--- src/rtl/usbh_irq_pkg.sv ---
package usbh_irq_pkg;
  localparam int NFLAGS    = 7;
  localparam int FLG_SO    = 0;
  localparam int FLG_WDH   = 1;
  localparam int FLG_SF    = 2;
  localparam int FLG_RD    = 3;
  localparam int FLG_UE    = 4;
  localparam int FLG_FNO   = 5;
  localparam int FLG_RHSC  = 6;
  localparam int ADR_FLAGS = 0;
  localparam int ADR_OVCNT = 1;
  typedef logic [NFLAGS-1:0] flag_vec_t;
endpackage

--- src/rtl/usbh_irq_evt.sv ---
module usbh_irq_evt
  import usbh_irq_pkg::*;
#(
  parameter int NPORT = 2
) (
  input  logic             clk,
  input  logic             rst,
  input  logic             rh_change_i,
  input  logic [NPORT-1:0] port_change_i,
  input  logic             frame_upd_i,
  input  logic             frame_msb_i,
  input  logic             resume_i,
  input  logic             host_resume_i,
  input  logic             wdh_done_i,
  input  logic             sched_ovr_i,
  input  logic             sys_err_i,
  output flag_vec_t        set_o
);
  logic msb_seen_q;
  logic resume_prev_q;

  always_ff @(posedge clk) begin
    if (rst) begin
      msb_seen_q    <= 1'b0;
      resume_prev_q <= 1'b0;
    end else begin
      if (frame_upd_i) msb_seen_q <= frame_msb_i;
      resume_prev_q <= resume_i;
    end
  end

  always_comb begin
    set_o           = '0;
    set_o[FLG_RHSC] = rh_change_i | (|port_change_i);
    set_o[FLG_FNO]  = frame_upd_i & (frame_msb_i ^ msb_seen_q);
    set_o[FLG_UE]   = sys_err_i;
    set_o[FLG_RD]   = resume_i & ~resume_prev_q & ~host_resume_i;
    set_o[FLG_SF]   = frame_upd_i;
    set_o[FLG_WDH]  = wdh_done_i;
    set_o[FLG_SO]   = sched_ovr_i;
  end
endmodule

--- src/rtl/usbh_irq_sticky.sv ---
module usbh_irq_sticky #(
  parameter bit CLEARABLE = 1'b1
) (
  input  logic clk,
  input  logic rst,
  input  logic set_i,
  input  logic clr_i,
  output logic q_o
);
  logic clr_eff;
  assign clr_eff = CLEARABLE ? clr_i : 1'b0;

  always_ff @(posedge clk) begin
    if (rst)        q_o <= 1'b0;
    else if (set_i) q_o <= 1'b1;
    else if (clr_eff) q_o <= 1'b0;
  end
endmodule

--- src/rtl/usbh_irq_ovrcnt.sv ---
module usbh_irq_ovrcnt #(
  parameter int CNT_W = 2
) (
  input  logic             clk,
  input  logic             rst,
  input  logic             inc_i,
  output logic [CNT_W-1:0] cnt_o
);
  always_ff @(posedge clk) begin
    if (rst)        cnt_o <= '0;
    else if (inc_i) cnt_o <= cnt_o + 1'b1;
  end
endmodule

--- src/rtl/usbh_irq_status.sv ---
module usbh_irq_status
  import usbh_irq_pkg::*;
#(
  parameter int NPORT  = 2,
  parameter int ADDR_W = 2,
  parameter int DATA_W = 32,
  parameter int CNT_W  = 2
) (
  input  logic              clk,
  input  logic              rst,
  input  logic              rh_change_i,
  input  logic [NPORT-1:0]  port_change_i,
  input  logic              frame_upd_i,
  input  logic              frame_msb_i,
  input  logic              resume_i,
  input  logic              host_resume_i,
  input  logic              wdh_done_i,
  input  logic              sched_ovr_i,
  input  logic              sys_err_i,
  input  logic [ADDR_W-1:0] bus_addr_i,
  input  logic              bus_wr_i,
  input  logic [DATA_W-1:0] bus_wdata_i,
  output logic [DATA_W-1:0] bus_rdata_o,
  output logic              irq_o,
  output logic              sof_token_o,
  output logic              wdh_inhibit_o,
  output logic              halt_o
);
  localparam logic [ADDR_W-1:0] A_FLAGS = ADDR_W'(ADR_FLAGS);
  localparam logic [ADDR_W-1:0] A_OVCNT = ADDR_W'(ADR_OVCNT);

  flag_vec_t        set_vec;
  flag_vec_t        clr_vec;
  flag_vec_t        status_q;
  logic [CNT_W-1:0] ovr_cnt_q;
  logic             unused_wdata;

  assign unused_wdata = ^bus_wdata_i[DATA_W-1:NFLAGS];

  usbh_irq_evt #(.NPORT(NPORT)) u_evt (
    .clk           (clk),
    .rst           (rst),
    .rh_change_i   (rh_change_i),
    .port_change_i (port_change_i),
    .frame_upd_i   (frame_upd_i),
    .frame_msb_i   (frame_msb_i),
    .resume_i      (resume_i),
    .host_resume_i (host_resume_i),
    .wdh_done_i    (wdh_done_i),
    .sched_ovr_i   (sched_ovr_i),
    .sys_err_i     (sys_err_i),
    .set_o         (set_vec)
  );

  assign clr_vec = (bus_wr_i && bus_addr_i == A_FLAGS) ? bus_wdata_i[NFLAGS-1:0] : '0;

  for (genvar i = 0; i < NFLAGS; i++) begin : g_flag
    usbh_irq_sticky #(.CLEARABLE(i != FLG_UE)) u_bit (
      .clk   (clk),
      .rst   (rst),
      .set_i (set_vec[i]),
      .clr_i (clr_vec[i]),
      .q_o   (status_q[i])
    );
  end

  usbh_irq_ovrcnt #(.CNT_W(CNT_W)) u_cnt (
    .clk   (clk),
    .rst   (rst),
    .inc_i (sched_ovr_i),
    .cnt_o (ovr_cnt_q)
  );

  always_ff @(posedge clk) begin
    if (rst) begin
      bus_rdata_o <= '0;
      sof_token_o <= 1'b0;
    end else begin
      sof_token_o <= frame_upd_i;
      bus_rdata_o <= '0;
      if (bus_addr_i == A_FLAGS)      bus_rdata_o[NFLAGS-1:0] <= status_q;
      else if (bus_addr_i == A_OVCNT) bus_rdata_o[CNT_W-1:0]  <= ovr_cnt_q;
    end
  end

  assign irq_o         = |status_q;
  assign wdh_inhibit_o = status_q[FLG_WDH];
  assign halt_o        = status_q[FLG_UE];
endmodule

--- config.mk ---
export PLATFORM = sky130hd
export DESIGN_NAME = usbh_irq_status
export DESIGN_NICKNAME = d
export VERILOG_FILES = /design/src/rtl/usbh_irq_pkg.sv /design/src/rtl/usbh_irq_evt.sv /design/src/rtl/usbh_irq_sticky.sv /design/src/rtl/usbh_irq_ovrcnt.sv /design/src/rtl/usbh_irq_status.sv
export SDC_FILE = /design/constraint.sdc
export NUM_CORES = 1
export LEC_CHECK = 0
export BUFFER_PORTS_ARGS = -buffer_cell sky130_fd_sc_hd__buf_2
export CAP_MARGIN = 20
export CELL_PAD_IN_SITES_DETAIL_PLACEMENT = 1
export CELL_PAD_IN_SITES_GLOBAL_PLACEMENT = 1
export CORE_MARGIN = 2
export CORE_UTILIZATION = 25
export CTS_BUF_LIST = sky130_fd_sc_hd__clkbuf_8
export CTS_CLUSTER_SIZE = 10
export DETAILED_ROUTE_END_ITERATION = 10
export GPL_TIMING_DRIVEN = 1
export HOLD_SLACK_MARGIN = 0.05
export PLACE_DENSITY_LB_ADDON = 0.05
export SLEW_MARGIN = 20
export SYNTH_ARGS = -nofsm -noshare
export SYNTH_HDL_FRONTEND = slang
export SYNTH_SLANG_ARGS = --single-unit
--- constraint.sdc ---
create_clock -name clk -period 0.86 [get_ports clk]
set_input_delay 0.129 -clock clk [delete_from_list [all_inputs] [get_ports clk]]
set_output_delay 0.129 -clock clk [all_outputs]
set_load 0.02 [all_outputs]
Yosys cells after proc, flatten, opt, wreduce, memory -nomap -nowiden --
Cells that the tools add are included.
Word-level totals: output and inout port bits 36, register bits after elaboration 44, bits of input ports 47, word-level logic and storage cells 50
Cells by class: mux-type cells 15, reductions and logical operators 11, add/sub/neg operators 1, bitwise logic cells 8, equal/unequal tests 1
Operators with widths (number):
- two-way mux 1 bit | 12
- nonzero test 2 bit | 6
- two-way mux 7 bit | 1
- OR reduction 7 bit | 1
- two-way mux 2 bit | 2
- OR reduction 2 bit | 2
- AND 1 bit | 3
- inverter 1 bit | 3
- adder 2 x 1 -> 2 bit (second input constant) | 1
- == test 2 x 1 -> 1 bit (second input constant) | 1
- zero test 2 bit | 1
- logical AND 1 bit | 1
- OR 1 bit | 1
- XOR 1 bit | 1

Longest topological paths before layout --
Gate-level depths: netlist of the first run.
depth after elaboration 5, depth in mapped cells 2, depth with buffers taken out 2

By module --
From an unflattened synthesis of the first run, not the netlist that was laid out.
Unflattened totals: cells, all modules 102, area total of the unflattened synthesis 960.9 µm²
By module, submodules not included:
- usbh_irq_status | times used 1, cells an instance 56, seq. area each 160.2 µm², area an instance 500.5 µm²
- usbh_irq_sticky at g_flag[0].u_bit ... | times used 6, cells an instance 4, seq. area each 20.0 µm², area an instance 38.8 µm²
- usbh_irq_evt | times used 1, cells an instance 13, seq. area each 40.0 µm², area an instance 118.9 µm²
- usbh_irq_ovrcnt | times used 1, cells an instance 7, seq. area each 40.0 µm², area an instance 78.8 µm²
- usbh_irq_sticky at g_flag[4].u_bit | times used 1, cells an instance 2, seq. area each 20.0 µm², area an instance 30.0 µm²

Worst setup path before layout of the first run --
Ideal clock, no wire load.
path type reg2out, from register g_flag[1].u_bit.q_o, to output irq_o, setup slack -0.050 ns, required time 0.731 ns, buffers on the path 0, arrival 0.781 ns, stages on the path, launching flop included 3, cells stage by stage dfxtp_1 -> nor4_1 -> nand2_1
Between the ends: longest elaborated chain between the ends 1
Ends and longest elaborated chain:
- start, declared | RTL line usbh_irq_sticky.sv:8 | output logic q_o
- start signal, assigned | RTL line usbh_irq_sticky.sv:14 | if (rst) q_o <= 1'b0;
- start signal, assigned | RTL line usbh_irq_sticky.sv:15 | else if (set_i) q_o <= 1'b1;
- start signal, assigned | RTL line usbh_irq_sticky.sv:16 | else if (clr_eff) q_o <= 1'b0;
- OR reduction 7 bit | RTL line usbh_irq_status.sv:86 | assign irq_o = |status_q;
- end, declared | RTL line usbh_irq_status.sv:24 | output logic irq_o,
Every way passes these cells.

Final worst setup path of the first run --
Ends and elaborated chain as after synthesis.

==> metrics.cfg, run 1 <==
[yosys]
synth_area_leaders = dfxtp_1 (44%), buf_4 (21%), and2_1 (3.6%)
yosysTopAreaCell = dfxtp_1
synth_warnings = 0
ys_types = 24
synthCells = 90
synth_top_area_share_pct = 43.6
syn_area_um2 = 873
ys_seq_area_share_pct = 43.6
synth-seq-cells = 19
post_synth.cell_area_avg_um2 = 9.70

[setup_path]
critPathKind = reg2out
reg2reg_to = bus_rdata_o[1]
r2r-start = g_flag[1].u_bit.q_o
crit_fanout = 2
rrSetupSlack_ns = -0.02
cp-end-kind = output port
reg2reg_depth = 4
required_ns = 0.73
cp_data_arrival_time_ns = 1.07
start_kind = flip-flop

[clock_tree]
insertion_delay_ns = 0.26
cts_sinks = 19
cts_root_buffer = clkbuf_8
cts_tree = built
htree_levels = 1
clk_path_buf_depth = 2
cts_buffers = 3
clkTransAtPathRegs_ns = 0.07

[run_status]
status = finished with violations
failed_checks = negative setup slack

[place]
dp_slack_ns = -0.0808
dpl_cell_area_um2 = 1070
dp_hpwl_um = 1540
port_buffers = 31
gp_congestion = 0.686

[sta]
rsz0062_at_grt = yes
fin_ws_ns = -0.335
whs_ns = 0.0559
fmax_ghz = 0.837
clock_skew_ns = 0.00404
drv_slew = 0
hold_viol = 0
period_share_pct = 139
finalSetupViolations = 3
finalCriticalPeriod_ns = 1.20

[route]
routed_wl_um = 1920
via_per_inst = 3.82
vias = 696
routedWlPerCell_um = 10.6
dr.first_iter.drc_count = 2
drc = 0
ant_nets = 0
dr.pass1.iters = 4

[power_and_ir_drop]
clockPowerShare_pct = 31.4
p_leak_nw = 0.590
power.density_nw_per_um2 = 1630
combinationalPowerShare_pct = 20.1
swShare_pct = 28.5
power_switching_w = 0.000568
irDropWorstVdd_uv = 481
seq_power_share_pct = 48.5
internal-power_w = 0.00143

[floorplanning]
dieArea_um2 = 3980
die_y_um = 63.1
io_pins = 83
core_area_um2 = 3340
die_x_um = 63.1
start_util_pct = 26.2
std_cell_rows = 21

[finish]
final_area_um2 = 1220
fill_cells = 420
fin_util_pct = 36.7
diodes = 0
layout_common_cells = conb_1 (25), buf_2 (20), buf_4 (13)
drive_gt1_share_pct = 44.9
final_common_cell = conb_1
nets = 184
area_growth_pct = 40.1

[worst_hold_path]
whs_endpoint = g_flag[1].u_bit.q_o
hold_class = in2reg
hold_depth = 2
min_from = bus_wdata_i[1]

[grt]
grt_max_degree = 11
grt.total_usage_pct = 10.1
grt-ovfl-total = 0
grt_pass1_vias = 685
grt_first_pass_wirelength_um = 3080
antenna_found_initial = 0

[run]
maxCapViolations = 0

area by class of cell:
cell class,instances,area (µm²),share of cell area (%)
flip-flops and latches,19,392,32.0
well taps,46,57.6,4.70
inverters,4,15.0,1.23
clock inverters,1,3.75,0.307
multi-input cells,65,394,32.2
repair buffers,44,320,26.2
clock buffers,3,41.3,3.37
worst max-delay path, cell delays in order (launching register included):
cell	delay, ns
dfxtp_2	0.33
nor4_2	0.25
nand2_1	0.09
buf_6	0.14
power groups by stage:
stage	combinational (W)	clock [W]	sequential (W)
after floorplan	0.000274	0	0.000998
after global placement	0.000359	0	0.000978
after detailed placement	0.000362	0	0.000979
after CTS	0.000395	0.000646	0.000964
after global routing	0.000436	0.000690	0.000976
final	0.000401	0.000626	0.000968
metrics by stage:
| stage | total power, W | TNS, ns | cells |
|---|---|---|---|
| floorplan | 0.00127 | 0 | 114 |
| global placement | 0.00134 | -0.0837 | 176 |
| detailed placement | 0.00134 | -0.100 | 176 |
| CTS | 0.00201 | -0.776 | 182 |
| global route | 0.00210 | -0.694 | 182 |
| finish | 0.00200 | -0.469 | 182 |
kinds of logic after synthesis:
family          Yosys count  share of synthesized area (%)
other cells               1                          0.429
buf+inv                  30                           23.8
xor+xnor                  2                           2.01
flops                    19                           43.6
compound gates            8                           7.74
simple gates             27                           19.1
mux                       3                           3.44
worst max-delay path by stage:
stage                             start  endpoint  slack, ns  cells after the start
floorplan           g_flag[1].u_bit.q_o     irq_o      0.007                      2
global placement    g_flag[3].u_bit.q_o     irq_o      -0.07                      3
detailed placement  g_flag[3].u_bit.q_o     irq_o      -0.08                      3
CTS                 g_flag[1].u_bit.q_o     irq_o      -0.35                      3
global route        g_flag[1].u_bit.q_o     irq_o      -0.40                      3
finish              g_flag[1].u_bit.q_o     irq_o      -0.34                      3
routing by layer:
layer	track usage [%]	vias up	share of wire (%)
met3	3.04	4	6.9
met4	5.00	0	1.5
met2	16.0	30	47
met1	12.5	318	44
met5	0	-	0
li1	-	344	-
registers in the layout, summed over array words and instances (netlist names):
register / count
g_flag.u_bit.q_o: 7
u_evt.resume_prev_q: 1
sof_token_o: 1
bus_rdata_o: 7
u_cnt.cnt_o: 2
u_evt.msb_seen_q: 1
Yosys cell counts:
library cell  count
nor4_1            2
conb_1            1
dfxtp_1          19
nor2b_1           2
nor3b_2           1
buf_2             1
a21oi_1           1
nor3_1            4
nand4bb_1         2
buf_4            25
a21bo_2           1
xnor2_1           1
nor2_1            7
a31o_2            1
inv_1             4
a311oi_1          3
mux2i_1           3
and2_1            5
nor4b_1           2
a32o_1            1
xor2_1            1
nand2_1           1
nand3b_1          1
a211oi_1          1
what timing repair did:
action                                  4_1_cts  5_1_grt
endpoints found under the setup margin        8       15
hold buffers                                  0        1
resized for setup                            15       19
buffers inserted                              2        0
hold endpoints to repair                      0        1
pin swaps                                     4        3
(Power assumes the default switching activity.)
==> inputs of run 2 (changes only) <==
--- a/config.mk
+++ b/config.mk
@@ -17,6 +17,7 @@
 export GPL_TIMING_DRIVEN = 1
 export HOLD_SLACK_MARGIN = 0.05
 export PLACE_DENSITY_LB_ADDON = 0.05
+export SETUP_SLACK_MARGIN = 0.4
 export SLEW_MARGIN = 20
 export SYNTH_ARGS = -nofsm -noshare
 export SYNTH_HDL_FRONTEND = slang
==> run 2 against run 1 <==
  * The run still ends with negative setup slack left
  * Maximum frequency down 3.4%
  * Via count up 2.3%
  * Setup slack worse by 0.042 ns
  * Non-clock buffer count down 2
  * Sequential power down 0.8%
  * First-iteration DRC count rose to 5.0 times the previous value
  * Power up 1.9%
  * Wire length up 5.0%
  * Clock skew down 0.0018 ns
  * Utilization up 3.9 points
  * Final cell count down 1.1%
  * Global-route usage up 0.57 points
  * Largest power group unchanged
  * Highest routed layer unchanged
==> metrics.cfg, run 2 (synthesis results as in run 1) <==
[finish]
largestRegisters = bus_rdata_o (7), g_flag.u_bit.q_o (7), u_cnt.cnt_o (2)
final_area_um2 = 1350
final_common_cell = conb_1
area_growth_pct = 55.0
nets = 182
layout_common_cells = conb_1 (25), buf_2 (19), buf_6 (16)
fin_util_pct = 40.6
drive_gt1_share_pct = 62.7
diodes = 0

[grt]
grt_max_degree = 12
grt-ovfl-total = 0
grt_first_pass_wirelength_um = 3250
grt_pass1_vias = 703
grt.total_usage_pct = 10.7
antenna_found_initial = 0

[sta]
rsz0062_at_grt = yes
hold_viol = 0
drv_slew = 0
fmax_ghz = 0.809
period_share_pct = 144
fin_ws_ns = -0.377
whs_ns = 0.0471
clock_skew_ns = 0.00220
finalSetupViolations = 4
finalCriticalPeriod_ns = 1.24

[route]
dr.pass1.iters = 4
drc = 0
via_per_inst = 3.96
routedWlPerCell_um = 11.2
routed_wl_um = 2020
vias = 712
dr.first_iter.drc_count = 10
ant_nets = 0

[floorplanning]
dieArea_um2 = 3980
die_y_um = 63.1
std_cell_rows = 21
core_area_um2 = 3340
start_util_pct = 26.2
io_pins = 83
die_x_um = 63.1

[setup_path]
cp-end-kind = output port
required_ns = 0.73
rrSetupSlack_ns = 0
start_kind = flip-flop
critPathKind = reg2out
cp_data_arrival_time_ns = 1.11
crit_fanout = 2

[power_and_ir_drop]
seq_power_share_pct = 47.2
finalPower_w = 0.00203
clockPowerShare_pct = 30.4
irDropWorstVdd_uv = 834
internal-power_w = 0.00144
swShare_pct = 29.0
power_switching_w = 0.000589
power.density_nw_per_um2 = 1500
combinationalPowerShare_pct = 22.3
p_leak_nw = 0.620

[worst_hold_path]
hold_class = in2reg

[clock_tree]
clkTransAtPathRegs_ns = 0.07
htree_levels = 1
cts_buffers = 3
cts_tree = built
cts_root_buffer = clkbuf_8
clk_path_buf_depth = 2
cts_sinks = 19
insertion_delay_ns = 0.25

[run]
maxCapViolations = 0

[run_status]
failed_checks = negative setup slack
status = finished with violations

[place]
dp_hpwl_um = 1580
port_buffers = 31
gp_congestion = 0.655
dpl_cell_area_um2 = 1130

[run 2: stage by stage]
step / std cells / TNS, ns / setup WS (ns)
2_1_floorplan: 114 / 0 / 0.00798
3_3_place_gp: 175 / -0.109 / -0.0802
3_5_place_dp: 175 / -0.123 / -0.0925
4_1_cts: 180 / -0.513 / -0.360
5_1_grt: 180 / -0.742 / -0.416
6_report: 180 / -0.500 / -0.377
[run 2: final timing paths]
check | from | cells past startpoint | to
min | bus_wdata_i[1] | 2 | g_flag[1].u_bit.q_o
max | g_flag[3].u_bit.q_o | 3 | irq_o
max reg2reg | g_flag[1].u_bit.q_o | 4 | bus_rdata_o[1]
min reg2reg | g_flag[2].u_bit.q_o | 1 | bus_rdata_o[2]
[run 2: layer usage]
| layer | routed length [µm] | GRT usage, % |
|---|---|---|
| met1 | 748 | 11.4 |
| met2 | 1120 | 19.1 |
| met3 | 122 | 3.75 |
| met4 | 25 | 4.17 |
| met5 | 0 | 0 |
[run 2: timing repair]
action	4_1_cts	5_1_grt
setup buffers	1	0
endpoints found under the hold margin	2	1
gates resized for setup	36	16
setup endpoints to repair	28	28
pin swaps	2	2
[run 2: cell type report]
| cell class | count | area (µm²) |
|---|---|---|
| inverters | 4 | 15.0 |
| fillers | 391 | 1980 |
| flip-flops and latches | 19 | 432 |
| clock buffers | 3 | 41.3 |
| multi-input cells | 65 | 475 |
| well taps | 46 | 57.6 |
| repair buffers | 42 | 328 |
| clock inverters | 1 | 5.00 |
[run 2: power by group through the flow]
stage / logic [W] / clock network [W] / registers (W)
4_1_cts: 0.000427 / 0.000649 / 0.000956
5_1_grt: 0.000490 / 0.000682 / 0.000967
3_5_place_dp: 0.000373 / 0 / 0.000966
3_3_place_gp: 0.000368 / 0 / 0.000964
6_report: 0.000454 / 0.000619 / 0.000960
2_1_floorplan: 0.000279 / 0 / 0.000985
[run 2: critical path: stages, from the launching register on]
cell and delay, ns:
dfxtp_2 0.33, nor4_2 0.28, nand2_1 0.09, buf_2 0.16
==> inputs of run 3 (changes only) <==
--- a/config.mk
+++ b/config.mk
@@ -10,7 +10,7 @@
 export CELL_PAD_IN_SITES_DETAIL_PLACEMENT = 1
 export CELL_PAD_IN_SITES_GLOBAL_PLACEMENT = 1
 export CORE_MARGIN = 2
-export CORE_UTILIZATION = 25
+export CORE_UTILIZATION = 26
 export CTS_BUF_LIST = sky130_fd_sc_hd__clkbuf_8
 export CTS_CLUSTER_SIZE = 10
 export DETAILED_ROUTE_END_ITERATION = 10
@@ -21,4 +21,5 @@
 export SLEW_MARGIN = 20
 export SYNTH_ARGS = -nofsm -noshare
 export SYNTH_HDL_FRONTEND = slang
+export SYNTH_HIERARCHICAL = 1
 export SYNTH_SLANG_ARGS = --single-unit
==> run 3 against run 2 <==
  * The run still ends with negative setup slack left
  * Wire length about the same
  * Clock power down 4.7%
  * Final cell count rose by 5.6%
  * Maximum frequency increased by 3.0%
  * Cell area rose by 4.1%
  * Combinational power is 2% higher
  * Flip-flop and latch count is the same
  * Critical path type unchanged
  * Highest routed layer unchanged
==> metrics.cfg, run 3 <==
[setup_path]
crit_fanout = 2
cp-end-kind = output port
path_buf_inv = 1
cp_data_arrival_time_ns = 1.07
cp_top_family = flip-flops
critPathKind = reg2out
required_ns = 0.73
critical-path-max-stage-delay_ns = 0.33
cp_slowest_cell = dfxtp_2
worstPathCellList = nor4_2 > nand2_1 > buf_4
start_kind = flip-flop

[yosys]
syn_area_um2 = 955
synth_warnings = 6
synthCells = 101
post_synth.cell_area_avg_um2 = 9.45

[clock_tree]
cts_root_buffer = clkbuf_8
insertion_delay_ns = 0.25
cts_buffers = 3
cts_sinks = 19
clkTransAtPathRegs_ns = 0.07
htree_levels = 1
cts_tree = built
cts_hold_buf = 0
clk_path_buf_depth = 2

[route]
dr.first_iter.drc_count = 18
routed_wl_um = 2020
via_per_inst = 3.66
ant_nets = 0
drc = 0
vias = 696
dr.pass1.iters = 2
routedWlPerCell_um = 10.6

[floorplanning]
core_area_um2 = 3610
start_util_pct = 26.5
die_x_um = 64.6
io_pins = 83
die_y_um = 64.6
std_cell_rows = 22
dieArea_um2 = 4170

[place]
dp_hpwl_um = 1630
dpl_cell_area_um2 = 1200
gp_congestion = 0.716
port_buffers = 31

[finish]
fin_util_pct = 39.1
layout_common_cells = conb_1 (25), buf_2 (18), buf_6 (17)
nets = 190
drive_gt1_share_pct = 61.3
largestRegisters = bus_rdata_o (7), g_flag.u_bit/q_o (7), u_cnt/cnt_o (2)
final_common_cell = conb_1
area_growth_pct = 47.6
diodes = 0
final_area_um2 = 1410

[grt]
grt_first_pass_wirelength_um = 3440
grt-ovfl-total = 0
grt_max_degree = 11
grt.total_usage_pct = 11.0
grt_pass1_vias = 711
antenna_found_initial = 0

[power_and_ir_drop]
irDropWorstVdd_uv = 438
p_leak_nw = 0.662
power.density_nw_per_um2 = 1430

[run_status]
failed_checks = negative setup slack
status = finished with violations

[sta]
rsz0062_at_grt = yes
fin_ws_ns = -0.341
period_share_pct = 140
finalCriticalPeriod_ns = 1.20
whs_ns = 0.0935
fmax_ghz = 0.833
drv_slew = 0
finalSetupViolations = 3
hold_viol = 0
clock_skew_ns = 0.000804

[run]
maxCapViolations = 0

[worst_hold_path]
hold_class = in2reg

run 3: final timing paths:
check	end	slack (ns)	cells past startpoint	start
worst min register to register	g_flag[3].u_bit/q_o	0.50	3	u_evt/resume_prev_q
worst min-delay path	g_flag[4].u_bit/q_o	0.09	2	sys_err_i
worst max-delay path	irq_o	-0.34	3	g_flag[6].u_bit/q_o
worst max register to register	g_flag[5].u_bit/q_o	0.05	4	u_evt/msb_seen_q
run 3: final cells by class:
| cell class | count | area (µm²) |
|---|---|---|
| sequential | 19 | 432 |
| fill | 430 | 2200 |
| clock inverter | 1 | 3.75 |
| inverter | 6 | 22.5 |
| multi-input combinational | 71 | 508 |
| tap | 48 | 60.1 |
| clock buffer | 3 | 41.3 |
| timing repair buffer | 42 | 342 |
run 3: repair_timing:
action,CTS,global route
pin swaps,10,6
gates resized for setup,38,7
setup endpoints to repair,30,28
setup buffers,0,1
run 3: power breakdown:
group / internal, W / switching [W] / total [W] / leakage (nW)
Combinational: 0.000217 / 0.000245 / 0.000462 / 0.469
Clock: 0.000316 / 0.000274 / 0.000590 / 0.0269
Sequential: 0.000916 / 0.0000413 / 0.000957 / 0.166
Total: 0.00145 / 0.000560 / 0.00201 / 0.662
run 3: stage by stage:
stage / setup WS [ns] / std cells / power (W) / setup TNS, ns
after floorplan: 0.00860 / 125 / 0.00130 / 0
after global placement: -0.144 / 185 / 0.00135 / -0.883
after detailed placement: -0.153 / 185 / 0.00136 / -0.988
after CTS: -0.397 / 189 / 0.00204 / -0.527
after global routing: -0.409 / 190 / 0.00215 / -0.669
final: -0.341 / 190 / 0.00201 / -0.447
run 3: layer usage:
metal	wire length, µm	track usage [%]
met5	0	0
met4	31	5.59
met3	123	2.08
met2	1030	18.8
met1	835	13.0
